<file path="src/rtl/eep_pkg.sv">
// Shared types for the serial EEPROM front-end.
// Assumes an 8-bit instruction byte; the bit-3 don't-care applies to the array commands only.
package eep_pkg;

    typedef enum logic [2:0] {
        CMD_BAD, CMD_WREN, CMD_WRDI, CMD_RDSR, CMD_WRSR, CMD_READ, CMD_WRITE
    } cmd_e;

    typedef enum logic [2:0] {
        PH_OPC, PH_ADDR, PH_WDATA, PH_SRDATA, PH_ARMED, PH_RDOUT, PH_STOUT, PH_IGNORE
    } phase_e;

    // Map an instruction byte onto a command; unknown codes give CMD_BAD.
    function automatic cmd_e decode_op(input logic [7:0] op);
        cmd_e c;
        c = CMD_BAD;
        if (op == 8'h06)      c = CMD_WREN;
        else if (op == 8'h04) c = CMD_WRDI;
        else if (op == 8'h05) c = CMD_RDSR;
        else if (op == 8'h01) c = CMD_WRSR;
        else if (op[7:4] == 4'h0 && op[2:0] == 3'b011) c = CMD_READ;
        else if (op[7:4] == 4'h0 && op[2:0] == 3'b010) c = CMD_WRITE;
        return c;
    endfunction

endpackage

</file>
<file path="src/rtl/eep_pin_sync.sv">
// Pin synchronizer and edge detector.
// Brings cs_n, sck, si and hold_n into clk, reports chip-select and serial-clock
// edges and tracks the pause state. Assumes each sck phase spans at least
// SYNC_STAGES+2 clk cycles so that no edge is missed.
module eep_pin_sync #(
    parameter int SYNC_STAGES = 2
) (
    input  logic clk,
    input  logic rst_n,
    input  logic cs_n,
    input  logic sck,
    input  logic si,
    input  logic hold_n,
    output logic cs_act,
    output logic cs_rise,
    output logic cs_fall,
    output logic sck_rise,
    output logic sck_fall,
    output logic si_s,
    output logic hold_act
);
    localparam int NSIG = 4;
    localparam logic [NSIG-1:0] IDLE_LVL = 4'b1001; // {hold_n, si, sck, cs_n}

    logic [SYNC_STAGES-1:0][NSIG-1:0] stg;
    logic [NSIG-1:0] lvl, lvl_q;
    logic cs_n_s, sck_s, hold_s;

    // Shift the raw pins through the synchronizer chain.
    always_ff @(posedge clk) begin
        if (!rst_n) begin
            for (int s = 0; s < SYNC_STAGES; s++) stg[s] <= IDLE_LVL;
        end else begin
            for (int s = SYNC_STAGES - 1; s > 0; s--) stg[s] <= stg[s-1];
            stg[0] <= {hold_n, si, sck, cs_n};
        end
    end

    assign lvl    = stg[SYNC_STAGES-1];
    assign cs_n_s = lvl[0];
    assign sck_s  = lvl[1];
    assign si_s   = lvl[2];
    assign hold_s = lvl[3];

    // Keep last synchronized levels for edge detection.
    always_ff @(posedge clk) begin
        if (!rst_n) lvl_q <= IDLE_LVL;
        else        lvl_q <= lvl;
    end

    // Pause state: enter or leave only while sck is low and the chip is selected.
    always_ff @(posedge clk) begin
        if (!rst_n)      hold_act <= 1'b0;
        else if (cs_n_s) hold_act <= 1'b0;
        else if (!sck_s) hold_act <= !hold_s;
    end

    assign cs_act   = !cs_n_s;
    assign cs_rise  = cs_n_s && !lvl_q[0];
    assign cs_fall  = !cs_n_s && lvl_q[0];
    assign sck_rise = cs_act && !hold_act && sck_s && !lvl_q[1];
    assign sck_fall = cs_act && !hold_act && !sck_s && lvl_q[1];

endmodule

</file>
<file path="src/rtl/eep_status.sv">
// Status register: protection bits, write-enable flag and ready flag.
// Assumes busy only falls at the end of an internal write cycle; that fall clears WEL.
module eep_status (
    input  logic       clk,
    input  logic       rst_n,
    input  logic       set_wel,
    input  logic       clr_wel,
    input  logic       bp_we,
    input  logic [1:0] bp_d,
    input  logic       busy,
    output logic       wel,
    output logic [1:0] bp,
    output logic       busy_q,
    output logic [7:0] stat
);
    // Register the engine busy line as the ready flag.
    always_ff @(posedge clk) begin
        if (!rst_n) busy_q <= 1'b0;
        else        busy_q <= busy;
    end

    // Write-enable flag: end of a write cycle and disable win over enable.
    always_ff @(posedge clk) begin
        if (!rst_n)                           wel <= 1'b0;
        else if ((busy_q && !busy) || clr_wel) wel <= 1'b0;
        else if (set_wel)                     wel <= 1'b1;
    end

    // Protection bits, changed only by an accepted status write.
    always_ff @(posedge clk) begin
        if (!rst_n)     bp <= 2'b00;
        else if (bp_we) bp <= bp_d;
    end

    assign stat = {4'hF, bp, wel, busy_q};

    a_r5_wel_clear_on_done: assert property (@(posedge clk) disable iff (!rst_n)
        (busy_q && !busy) |=> !wel);
    a_r6_bp_only_by_write: assert property (@(posedge clk) disable iff (!rst_n)
        !bp_we |=> $stable(bp));

endmodule

</file>
<file path="src/rtl/eep_cmd_engine.sv">
// Instruction engine: shifts in opcode, address and data on sck rising edges,
// shifts out read or status bytes on sck falling edges, and issues requests.
// Assumes edges arrive already synchronized and gated by the pause state,
// and that rd_data is valid one clk after rd_req and held until the next one.
module eep_cmd_engine
    import eep_pkg::*;
#(
    parameter int ADDR_W = 7,
    parameter int PAGE_W = 4
) (
    input  logic              clk,
    input  logic              rst_n,
    input  logic              cs_act,
    input  logic              cs_rise,
    input  logic              cs_fall,
    input  logic              sck_rise,
    input  logic              sck_fall,
    input  logic              si_s,
    input  logic              hold_act,
    input  logic [7:0]        stat,
    input  logic              wel,
    input  logic [1:0]        bp,
    input  logic              busy_q,
    input  logic [7:0]        rd_data,
    output logic              so_data,
    output logic              so_oe,
    output logic              rd_req,
    output logic [ADDR_W-1:0] rd_addr,
    output logic              wr_req,
    output logic [ADDR_W-1:0] wr_addr,
    output logic [7:0]        wr_data,
    output logic              wr_commit,
    output logic              sr_commit,
    output logic              set_wel,
    output logic              clr_wel,
    output logic              bp_we,
    output logic [1:0]        bp_d
);
    localparam int AW = ADDR_W;

    phase_e            phase;
    cmd_e              armed;
    logic              is_read;
    logic [2:0]        bitc;
    logic [7:0]        shin;
    logic [7:0]        nxt_byte;
    logic              byte_done;
    logic [AW-1:0]     addr;
    logic              fwd_any;
    logic [2:0]        ocnt;
    logic [6:0]        osr;
    logic              oe_run;
    cmd_e              dec;

    // True when the address lies inside the block selected by the protection bits.
    function automatic logic guarded(input logic [AW-1:0] a, input logic [1:0] b);
        case (b)
            2'b01:   return &a[AW-1 -: 2];
            2'b10:   return a[AW-1];
            2'b11:   return 1'b1;
            default: return 1'b0;
        endcase
    endfunction

    assign nxt_byte  = {shin[6:0], si_s};
    assign byte_done = (bitc == 3'd7);
    assign dec       = decode_op(nxt_byte);
    assign so_oe     = oe_run && cs_act && !hold_act;

    // Main sequencer: transaction framing, input shifting, output shifting, requests.
    always_ff @(posedge clk) begin
        if (!rst_n) begin
            phase <= PH_OPC; armed <= CMD_BAD; is_read <= 1'b0;
            bitc <= '0; shin <= '0; addr <= '0; fwd_any <= 1'b0;
            ocnt <= '0; osr <= '0; oe_run <= 1'b0; so_data <= 1'b0;
            rd_req <= 1'b0; rd_addr <= '0; wr_req <= 1'b0; wr_addr <= '0; wr_data <= '0;
            wr_commit <= 1'b0; sr_commit <= 1'b0; set_wel <= 1'b0; clr_wel <= 1'b0;
            bp_we <= 1'b0; bp_d <= 2'b00;
        end else begin
            rd_req <= 1'b0; wr_req <= 1'b0; wr_commit <= 1'b0; sr_commit <= 1'b0;
            set_wel <= 1'b0; clr_wel <= 1'b0; bp_we <= 1'b0;
            if (cs_rise || cs_fall) begin
                if (cs_rise && phase == PH_ARMED) begin
                    case (armed)
                        CMD_WREN: set_wel <= 1'b1;
                        CMD_WRDI: clr_wel <= 1'b1;
                        CMD_WRSR: if (wel) begin
                            bp_we     <= 1'b1;
                            sr_commit <= 1'b1;
                        end
                        default: ;
                    endcase
                end
                if (cs_rise && phase == PH_WDATA && bitc == 3'd0 && fwd_any)
                    wr_commit <= 1'b1;
                phase <= PH_OPC; bitc <= '0; fwd_any <= 1'b0;
                ocnt <= '0; oe_run <= 1'b0; is_read <= 1'b0;
            end else if (sck_rise) begin
                bitc <= bitc + 3'd1;
                shin <= nxt_byte;
                case (phase)
                    PH_OPC: if (byte_done) begin
                        if (busy_q && dec != CMD_RDSR) phase <= PH_IGNORE;
                        else begin
                            case (dec)
                                CMD_WREN, CMD_WRDI: begin armed <= dec; phase <= PH_ARMED; end
                                CMD_RDSR:  phase <= PH_STOUT;
                                CMD_WRSR:  phase <= wel ? PH_SRDATA : PH_IGNORE;
                                CMD_READ:  begin is_read <= 1'b1; phase <= PH_ADDR; end
                                CMD_WRITE: phase <= wel ? PH_ADDR : PH_IGNORE;
                                default:   phase <= PH_IGNORE;
                            endcase
                        end
                    end
                    PH_ADDR: if (byte_done) begin
                        addr <= nxt_byte[AW-1:0];
                        if (is_read) begin
                            rd_req  <= 1'b1;
                            rd_addr <= nxt_byte[AW-1:0];
                            phase   <= PH_RDOUT;
                        end else begin
                            phase <= PH_WDATA;
                        end
                    end
                    PH_WDATA: if (byte_done) begin
                        if (!guarded(addr, bp)) begin
                            wr_req  <= 1'b1;
                            wr_addr <= addr;
                            wr_data <= nxt_byte;
                            fwd_any <= 1'b1;
                        end
                        addr <= {addr[AW-1:PAGE_W], addr[PAGE_W-1:0] + 1'b1};
                    end
                    PH_SRDATA: if (byte_done) begin
                        bp_d  <= nxt_byte[3:2];
                        armed <= CMD_WRSR;
                        phase <= PH_ARMED;
                    end
                    PH_ARMED: phase <= PH_IGNORE;
                    default: ;
                endcase
            end else if (sck_fall && (phase == PH_RDOUT || phase == PH_STOUT)) begin
                ocnt   <= ocnt + 3'd1;
                oe_run <= 1'b1;
                if (ocnt == 3'd0) begin
                    if (phase == PH_STOUT) begin
                        so_data <= stat[7];
                        osr     <= stat[6:0];
                    end else begin
                        so_data <= rd_data[7];
                        osr     <= rd_data[6:0];
                        rd_req  <= 1'b1;
                        rd_addr <= addr + 1'b1;
                        addr    <= addr + 1'b1;
                    end
                end else begin
                    so_data <= osr[6];
                    osr     <= {osr[5:0], 1'b0};
                end
            end
        end
    end

    a_r9_load_needs_wel: assert property (@(posedge clk) disable iff (!rst_n)
        wr_req |-> wel);
    a_r10_no_guarded_load: assert property (@(posedge clk) disable iff (!rst_n)
        wr_req |-> !guarded(wr_addr, bp));
    a_r11_no_write_while_busy: assert property (@(posedge clk) disable iff (!rst_n)
        busy_q |-> !(wr_req || wr_commit || sr_commit));
    a_r1_one_request: assert property (@(posedge clk) disable iff (!rst_n)
        $onehot0({rd_req, wr_req, wr_commit, sr_commit}));

endmodule

</file>
<file path="src/rtl/eep_spi_front.sv">
// Top level of the serial EEPROM front-end: pin synchronizer, instruction
// engine and status register. Assumes the serial clock is at least 8x slower
// than clk and that the write engine raises busy only after a commit pulse.
module eep_spi_front #(
    parameter int ADDR_W      = 7,
    parameter int PAGE_W      = 4,
    parameter int SYNC_STAGES = 2
) (
    input  logic              clk,
    input  logic              rst_n,
    input  logic              cs_n,
    input  logic              sck,
    input  logic              si,
    input  logic              hold_n,
    output logic              so_data,
    output logic              so_oe,
    input  logic              busy,
    output logic              rd_req,
    output logic [ADDR_W-1:0] rd_addr,
    input  logic [7:0]        rd_data,
    output logic              wr_req,
    output logic [ADDR_W-1:0] wr_addr,
    output logic [7:0]        wr_data,
    output logic              wr_commit,
    output logic              sr_commit
);
    localparam int HCNT_W = $clog2(SYNC_STAGES + 2) + 1;

    logic cs_act, cs_rise, cs_fall, sck_rise, sck_fall, si_s, hold_act;
    logic wel, busy_q, set_wel, clr_wel, bp_we;
    logic [1:0] bp, bp_d;
    logic [7:0] stat;

    eep_pin_sync #(.SYNC_STAGES(SYNC_STAGES)) u_sync (
        .clk(clk), .rst_n(rst_n), .cs_n(cs_n), .sck(sck), .si(si), .hold_n(hold_n),
        .cs_act(cs_act), .cs_rise(cs_rise), .cs_fall(cs_fall),
        .sck_rise(sck_rise), .sck_fall(sck_fall), .si_s(si_s), .hold_act(hold_act)
    );

    eep_status u_stat (
        .clk(clk), .rst_n(rst_n), .set_wel(set_wel), .clr_wel(clr_wel),
        .bp_we(bp_we), .bp_d(bp_d), .busy(busy),
        .wel(wel), .bp(bp), .busy_q(busy_q), .stat(stat)
    );

    eep_cmd_engine #(.ADDR_W(ADDR_W), .PAGE_W(PAGE_W)) u_eng (
        .clk(clk), .rst_n(rst_n), .cs_act(cs_act), .cs_rise(cs_rise), .cs_fall(cs_fall),
        .sck_rise(sck_rise), .sck_fall(sck_fall), .si_s(si_s), .hold_act(hold_act),
        .stat(stat), .wel(wel), .bp(bp), .busy_q(busy_q), .rd_data(rd_data),
        .so_data(so_data), .so_oe(so_oe), .rd_req(rd_req), .rd_addr(rd_addr),
        .wr_req(wr_req), .wr_addr(wr_addr), .wr_data(wr_data),
        .wr_commit(wr_commit), .sr_commit(sr_commit),
        .set_wel(set_wel), .clr_wel(clr_wel), .bp_we(bp_we), .bp_d(bp_d)
    );

    // Count consecutive cycles with the raw chip select high, saturating.
    logic [HCNT_W-1:0] cs_hi_cnt;
    always_ff @(posedge clk) begin
        if (!rst_n)                 cs_hi_cnt <= '0;
        else if (!cs_n)             cs_hi_cnt <= '0;
        else if (!(&cs_hi_cnt))     cs_hi_cnt <= cs_hi_cnt + 1'b1;
    end

    a_r3_hiz_when_deselected: assert property (@(posedge clk) disable iff (!rst_n)
        (cs_hi_cnt > HCNT_W'(SYNC_STAGES)) |-> !so_oe);
    a_r12_hiz_in_pause: assert property (@(posedge clk) disable iff (!rst_n)
        (hold_act && $past(hold_act)) |-> !so_oe);

endmodule

</file>
<file path="config.mk">
export PLATFORM = sky130hd
export DESIGN_NAME = eep_spi_front
export DESIGN_NICKNAME = d
export VERILOG_FILES = /design/src/rtl/eep_pkg.sv /design/src/rtl/eep_pin_sync.sv /design/src/rtl/eep_status.sv /design/src/rtl/eep_cmd_engine.sv /design/src/rtl/eep_spi_front.sv
export SDC_FILE = /design/constraint.sdc
export NUM_CORES = 1
export LEC_CHECK = 0
export BUFFER_PORTS_ARGS = -buffer_cell sky130_fd_sc_hd__buf_2
export CAP_MARGIN = 10
export CORE_MARGIN = 2
export CORE_UTILIZATION = 46
export DETAILED_ROUTE_END_ITERATION = 8
export PLACE_DENSITY = 0.68
export SYNTH_ARGS = -nofsm -noshare
export SYNTH_HDL_FRONTEND = slang
export SYNTH_SLANG_ARGS = --single-unit
</file>
<file path="constraint.sdc">
create_clock -name clk -period 2.09 [get_ports clk]
set_input_delay 0.209 -clock clk [delete_from_list [all_inputs] [get_ports clk]]
set_output_delay 0.209 -clock clk [all_outputs]
set_load 0.1 [all_outputs]
</file>
# == Word-level counts from Yosys, hierarchy flattened ==
# Cells that the tools add are included.
# word_totals
input_bits,15
reg_bits,82
# classes
n_mux,52
eq_ne,39
bitwise,7
n_addsub,4
n_reduce_logical,57
# op_table
operator,n
$mux 7,11
$mux 3,16
$reduce_and 7->1,4
$eq 3x3->1 const B,8
$eq 8x3->1 const B,3
$eq 3x2->1 const B,7
$mux 1,19
$logic_and 1x1->1,18
$pmux 3 s5,1
$reduce_and 5->1,3
$ne 2x1->1 const B,7
$pmux 7 s2,1
$pmux 3 s4,1
$reduce_and 4->1,3
$eq 3x1->1 const B,3
$logic_not 3->1,3
$ne 3x2->1 const B,3
$eq 8x1->1 const B,1
$reduce_and 2->1,4
$reduce_or 2->1,4
$add 7x1->7 const B,1
$logic_not 1->1,7
$not 1->1,7
$add 3x1->3 const B,2
14 further kinds,22

# == Longest topological paths before layout ==
# logic_depth
ltp_word,14
mapped_depth,8
depth_no_buf,7

# == Modules after synthesis ==
# From an unflattened synthesis, not the netlist that was laid out.
# unflattened
cells_unflattened,431
area_unflattened_um2,3818.7
# by_module_without_submodules
mod,instances,cells_each,area_per_inst_um2
eep_cmd_engine,1,381,3269.4
eep_pin_sync,1,29,341.6
eep_status,1,21,207.7

# == Least setup slack after synthesis ==
# No wires, ideal clock.
# synth_path
path_type,reg-to-output
from,register u_sync.hold_act
to,output so_oe
required_time_ns,1.881
arrival_ns,2.574
path_slack_ns,-0.693
stages_incl_launch_ff,2
cell_sequence,dfxtp_1 -> nor3b_1
# synth_via
elab_chain_len,2
# synth_lines
element,line_no,rtl
start: declaration,eep_pin_sync.sv:20,output logic hold_act
start signal: assignment,eep_pin_sync.sv:55,else if (!sck_s) hold_act <= !hold_s;
$logic_not 1->1,eep_cmd_engine.sv:68,assign so_oe = oe_run && cs_act && !hold_act;
$logic_and 1x1->1,eep_cmd_engine.sv:68,
end: declaration,eep_spi_front.sv:16,"output logic so_oe,"
# Every way passes these cells.

# == Final worst setup path ==
# layout_path
from,register u_sync.lvl_q[1]
to,register u_eng.addr[0]
# layout_via
elab_chain_len,4
# layout_lines
element,line_no,rtl
start: declaration,eep_pin_sync.sv:26,"logic [NSIG-1:0] lvl, lvl_q;"
start signal: assignment,eep_pin_sync.sv:48,else lvl_q <= lvl;
$logic_not 1->1 / $logic_and 1x1->1 (equally long branches),"eep_pin_sync.sv:61, eep_pin_sync.sv:62",
"$logic_and 1x1->1, on equally long branches","eep_pin_sync.sv:61, eep_cmd_engine.sv:142",
"$ne 3x2->1 (no line), or another cell as far along",--,
$reduce_and 7->1 (no line),--,
end signal: assignment,eep_cmd_engine.sv:116,addr <= nxt_byte[AW-1:0];
end signal: assignment,eep_cmd_engine.sv:132,"addr <= {addr[AW-1:PAGE_W], addr[PAGE_W-1:0] + 1'b1};"
end signal: assignment,eep_cmd_engine.sv:154,addr <= addr + 1'b1;
end: declaration,eep_cmd_engine.sv:48,logic [AW-1:0] addr;
# Several ways; a longest one is shown, not always the timed one.
# A chain may end at the register's enable or synchronous reset.

==> qor.json <==
{
  "numPortBuffers": 42,
  "min_period_over_period_pct": 95.17,
  "cts_made_buffers": 9,
  "drt-pass1-iter-count": 4,
  "starting_density_of_the_core_pct": 47.76,
  "grt_max_degree": 37,
  "synth-edff-count": 0,
  "clk_latency_ps": 360,
  "htreeDepth": 3,
  "setup.reg_to_reg.worst_slack_ps": 100,
  "layout_min_cycle_time_ps": 1989,
  "cts.sink_count": 82,
  "max_clock_freq_mhz": 502.7,
  "async_reset_ff_share_pct": 0,
  "most_instantiated_cells_after_synthesis": "83 x sky130_fd_sc_hd__nand2_1, 82 x sky130_fd_sc_hd__dfxtp_1, 47 x sky130_fd_sc_hd__a21oi_1",
  "place_congestion": 0.8658,
  "vdd.ir_drop.worst_uv": 298.9,
  "tritoncts": "built",
  "die_height_um": 94.03,
  "max-cap-violations": 0,
  "post-route-drc-count": 0,
  "setup-violations-final": 0,
  "transition_at_the_pin_with_the_smallest_max_transition_slack_ps": 615.6,
  "synthDominantCellAreaShare_pct": 44.03,
  "synthCells": 447,
  "cells_taking_the_most_area_after_synthesis": "sky130_fd_sc_hd__dfxtp_1 44%, sky130_fd_sc_hd__nand2_1 8.4%, sky130_fd_sc_hd__a21oi_1 6.3%",
  "slew_violations": 0,
  "wire_length_of_the_first_global_routing_pass_mm": 14.83,
  "initial_antenna_violation_count": 0,
  "dieArea_um2": 8842,
  "wl_mm": 8.891,
  "rsz_0062_raised_after_global_routing": "false",
  "avgSynthCellArea_um2": 8.341,
  "hold_class": "in -> reg",
  "antenna-diode-count": 0,
  "yosysMostFrequentCell": "sky130_fd_sc_hd__nand2_1",
  "synth_fp_nets": 469,
  "grt_pass1_vias": 3155,
  "synth.cell_area_um2": 3729,
  "io-pin-count": 43,
  "critical_path_class": "reg -> reg",
  "post-route-util_pct": 56.75,
  "finalWorstSetupSlack_ps": 100.9,
  "run_status": "finished clean",
  "floorplan.rows": 32,
  "critical_path.endpoint_type": "flop",
  "synthDistinctLibCells": 54,
  "synth.yosys.warnings": 0,
  "post_drt_via_cell_ratio": 5.411,
  "die_x_um": 94.03,
  "fraction_of_final_layout_cells_with_drive_strength_greater_than_1_pct": 20.71,
  "ys_seq_elements": 82,
  "fill_cells": 751,
  "detailed_place_hpwl_mm": 6.501,
  "worst_ep_arrival_time_ps": 2240,
  "ant_nets": 0,
  "grt_overflow": 0,
  "clk_pin_slew_ps": 80,
  "power.density_nw_per_um2": 650.4,
  "synth_flop_cell": "sky130_fd_sc_hd__dfxtp_1",
  "maxSlewHeadroom_pct": 58.91,
  "crit_path_max_fanout": 7,
  "flow.area_growth_from_synthesis_pct": 18.83,
  "cp_data_required_time_ps": 2340,
  "cts_max_path_buffers": 2,
  "synth-seq-area-share_pct": 44.03,
  "dr_total_vias": 3295,
  "synth.largest_area_cell": "sky130_fd_sc_hd__dfxtp_1",
  "number_of_nets_in_the_layout": 524,
  "setup.worst_path.start_class": "flop",
  "finClkSkew_ps": 10.44,
  "finalHoldViolCount": 0,
  "dpl_worst_slack_ps": 14.45,
  "wl_per_cell_um": 14.60,
  "cts_root_buf": "sky130_fd_sc_hd__clkbuf_8",
  "drt_first_iter_violations": 180,
  "core_region_area_um2": 7807,
  "total_grt_usage_pct": 21.70,
  "leakagePower_nw": 1.805
}
final timing paths:
check | from | end | depth (start not counted)
hold / removal | cs_n | u_sync.stg[0] | 2
hold reg to reg | u_sync.stg[3] | u_sync.lvl[3] | 1
setup reg to reg | u_sync.lvl_q[1] | u_eng.addr[0] | 5
setup / recovery | u_sync.lvl_q[1] | u_eng.addr[0] | 5
where the power goes:
part           switching (mW)  total [mW]  internal [mW]
registers             0.00736        1.58           1.57
clock network           0.582        1.21          0.623
logic                  0.0596      0.0982         0.0386
repair_timing:
action,4_1_cts,5_1_grt
setup endpoints to repair,0,20
hold buffers,0,0
gates resized for setup,0,2
buffers inserted,0,1
routing by layer:
layer / part of all wire, % / routed length, um / vias to the layer above / GRT usage, %
met1: 46 / 4096 / 1530 / 27.03
met4: 3.5 / 309 / 0 / 10.27
met5: 0 / 0 / - / 0
li1: - / - / 1663 / -
met2: 46 / 4127 / 77 / 34.94
met3: 4.0 / 358 / 25 / 5.618
sequential cells by signal (all words and copies together) (netlist names), 3 cells and up:
register       count
u_eng.wr_data      8
u_eng.addr         7
u_eng.osr          7
u_eng.rd_addr      7
u_eng.shin         7
u_eng.wr_addr      7
u_sync.lvl         4
u_sync.stg         4
u_eng.armed        3
u_eng.bitc         3
u_eng.ocnt         3
u_eng.phase        3
critical path, stage by stage, from the launching register on:
cell                      delay [ps]
sky130_fd_sc_hd__dfxtp_2         330
sky130_fd_sc_hd__or4b_1          540
sky130_fd_sc_hd__or3_4           450
sky130_fd_sc_hd__a21oi_4         260
sky130_fd_sc_hd__mux2i_1         220
sky130_fd_sc_hd__a21oi_1          80
cell families after synthesis:
logic type                 count (synthesis)  share of synthesized area, %
AOI/OAI and AO/OA                        102                         17.82
xor gates and xnor gates                   7                         1.644
adders and majority gates                  7                         2.349
buffers and inverters                     43                         4.631
DFF                                       82                         44.03
muxes                                     22                         5.973
and+or+nand+nor                          184                         23.56
cells in the final DEF, fill, tap and decap left out, types with 2 or more instances in the layout:
cell	count
sky130_fd_sc_hd__a2111oi_0	3
sky130_fd_sc_hd__a21o_1	2
sky130_fd_sc_hd__a21oi_1	47
sky130_fd_sc_hd__a31oi_1	4
sky130_fd_sc_hd__and2_1	6
sky130_fd_sc_hd__and3_1	2
sky130_fd_sc_hd__buf_2	42
sky130_fd_sc_hd__buf_4	32
sky130_fd_sc_hd__clkbuf_8	11
sky130_fd_sc_hd__clkinv_4	2
sky130_fd_sc_hd__dfxtp_1	80
sky130_fd_sc_hd__dfxtp_2	2
sky130_fd_sc_hd__ha_1	7
sky130_fd_sc_hd__inv_1	12
sky130_fd_sc_hd__mux2_2	2
sky130_fd_sc_hd__mux2i_1	20
sky130_fd_sc_hd__nand2_1	83
sky130_fd_sc_hd__nand2b_1	11
sky130_fd_sc_hd__nand3_1	17
sky130_fd_sc_hd__nand3b_1	2
sky130_fd_sc_hd__nor2_1	29
sky130_fd_sc_hd__nor2b_1	8
sky130_fd_sc_hd__nor3_1	7
sky130_fd_sc_hd__nor4_1	4
sky130_fd_sc_hd__nor4b_1	2
sky130_fd_sc_hd__o2111ai_1	2
sky130_fd_sc_hd__o211a_1	2
sky130_fd_sc_hd__o211ai_1	8
sky130_fd_sc_hd__o21a_1	2
sky130_fd_sc_hd__o21ai_0	13
sky130_fd_sc_hd__o221a_2	2
sky130_fd_sc_hd__o221ai_1	4
sky130_fd_sc_hd__or3_1	4
sky130_fd_sc_hd__xnor2_1	2
sky130_fd_sc_hd__xor2_1	5
area by class of cell:
type / count / area [um2] / area share (%)
clock buffers: 11 / 151.4 / 3.417
clock inverters: 5 / 61.31 / 1.384
inverters: 12 / 45.04 / 1.017
multi-input cells: 322 / 1931 / 43.58
flip-flops and latches: 82 / 1644 / 37.11
well taps: 102 / 127.6 / 2.881
repair buffers: 75 / 470.5 / 10.62
metrics by stage:
| stage | std cells | cell area [um2] | setup TNS, ps | hold slack (ps) | power, mW |
|---|---|---|---|---|---|
| after floorplan | 447 | 3742 | -39.42 | 310.5 | 1.671 |
| after global placement | 592 | 4199 | 0 | 389.7 | 1.711 |
| after detailed placement | 592 | 4199 | 0 | 392.6 | 1.712 |
| after CTS | 608 | 4412 | 0 | 16.67 | 2.908 |
| after global routing | 609 | 4431 | 0 | 40.36 | 2.974 |
| final | 609 | 4431 | 0 | 27.07 | 2.881 |
No activity file was read; power rests on OpenSTA's default activity.
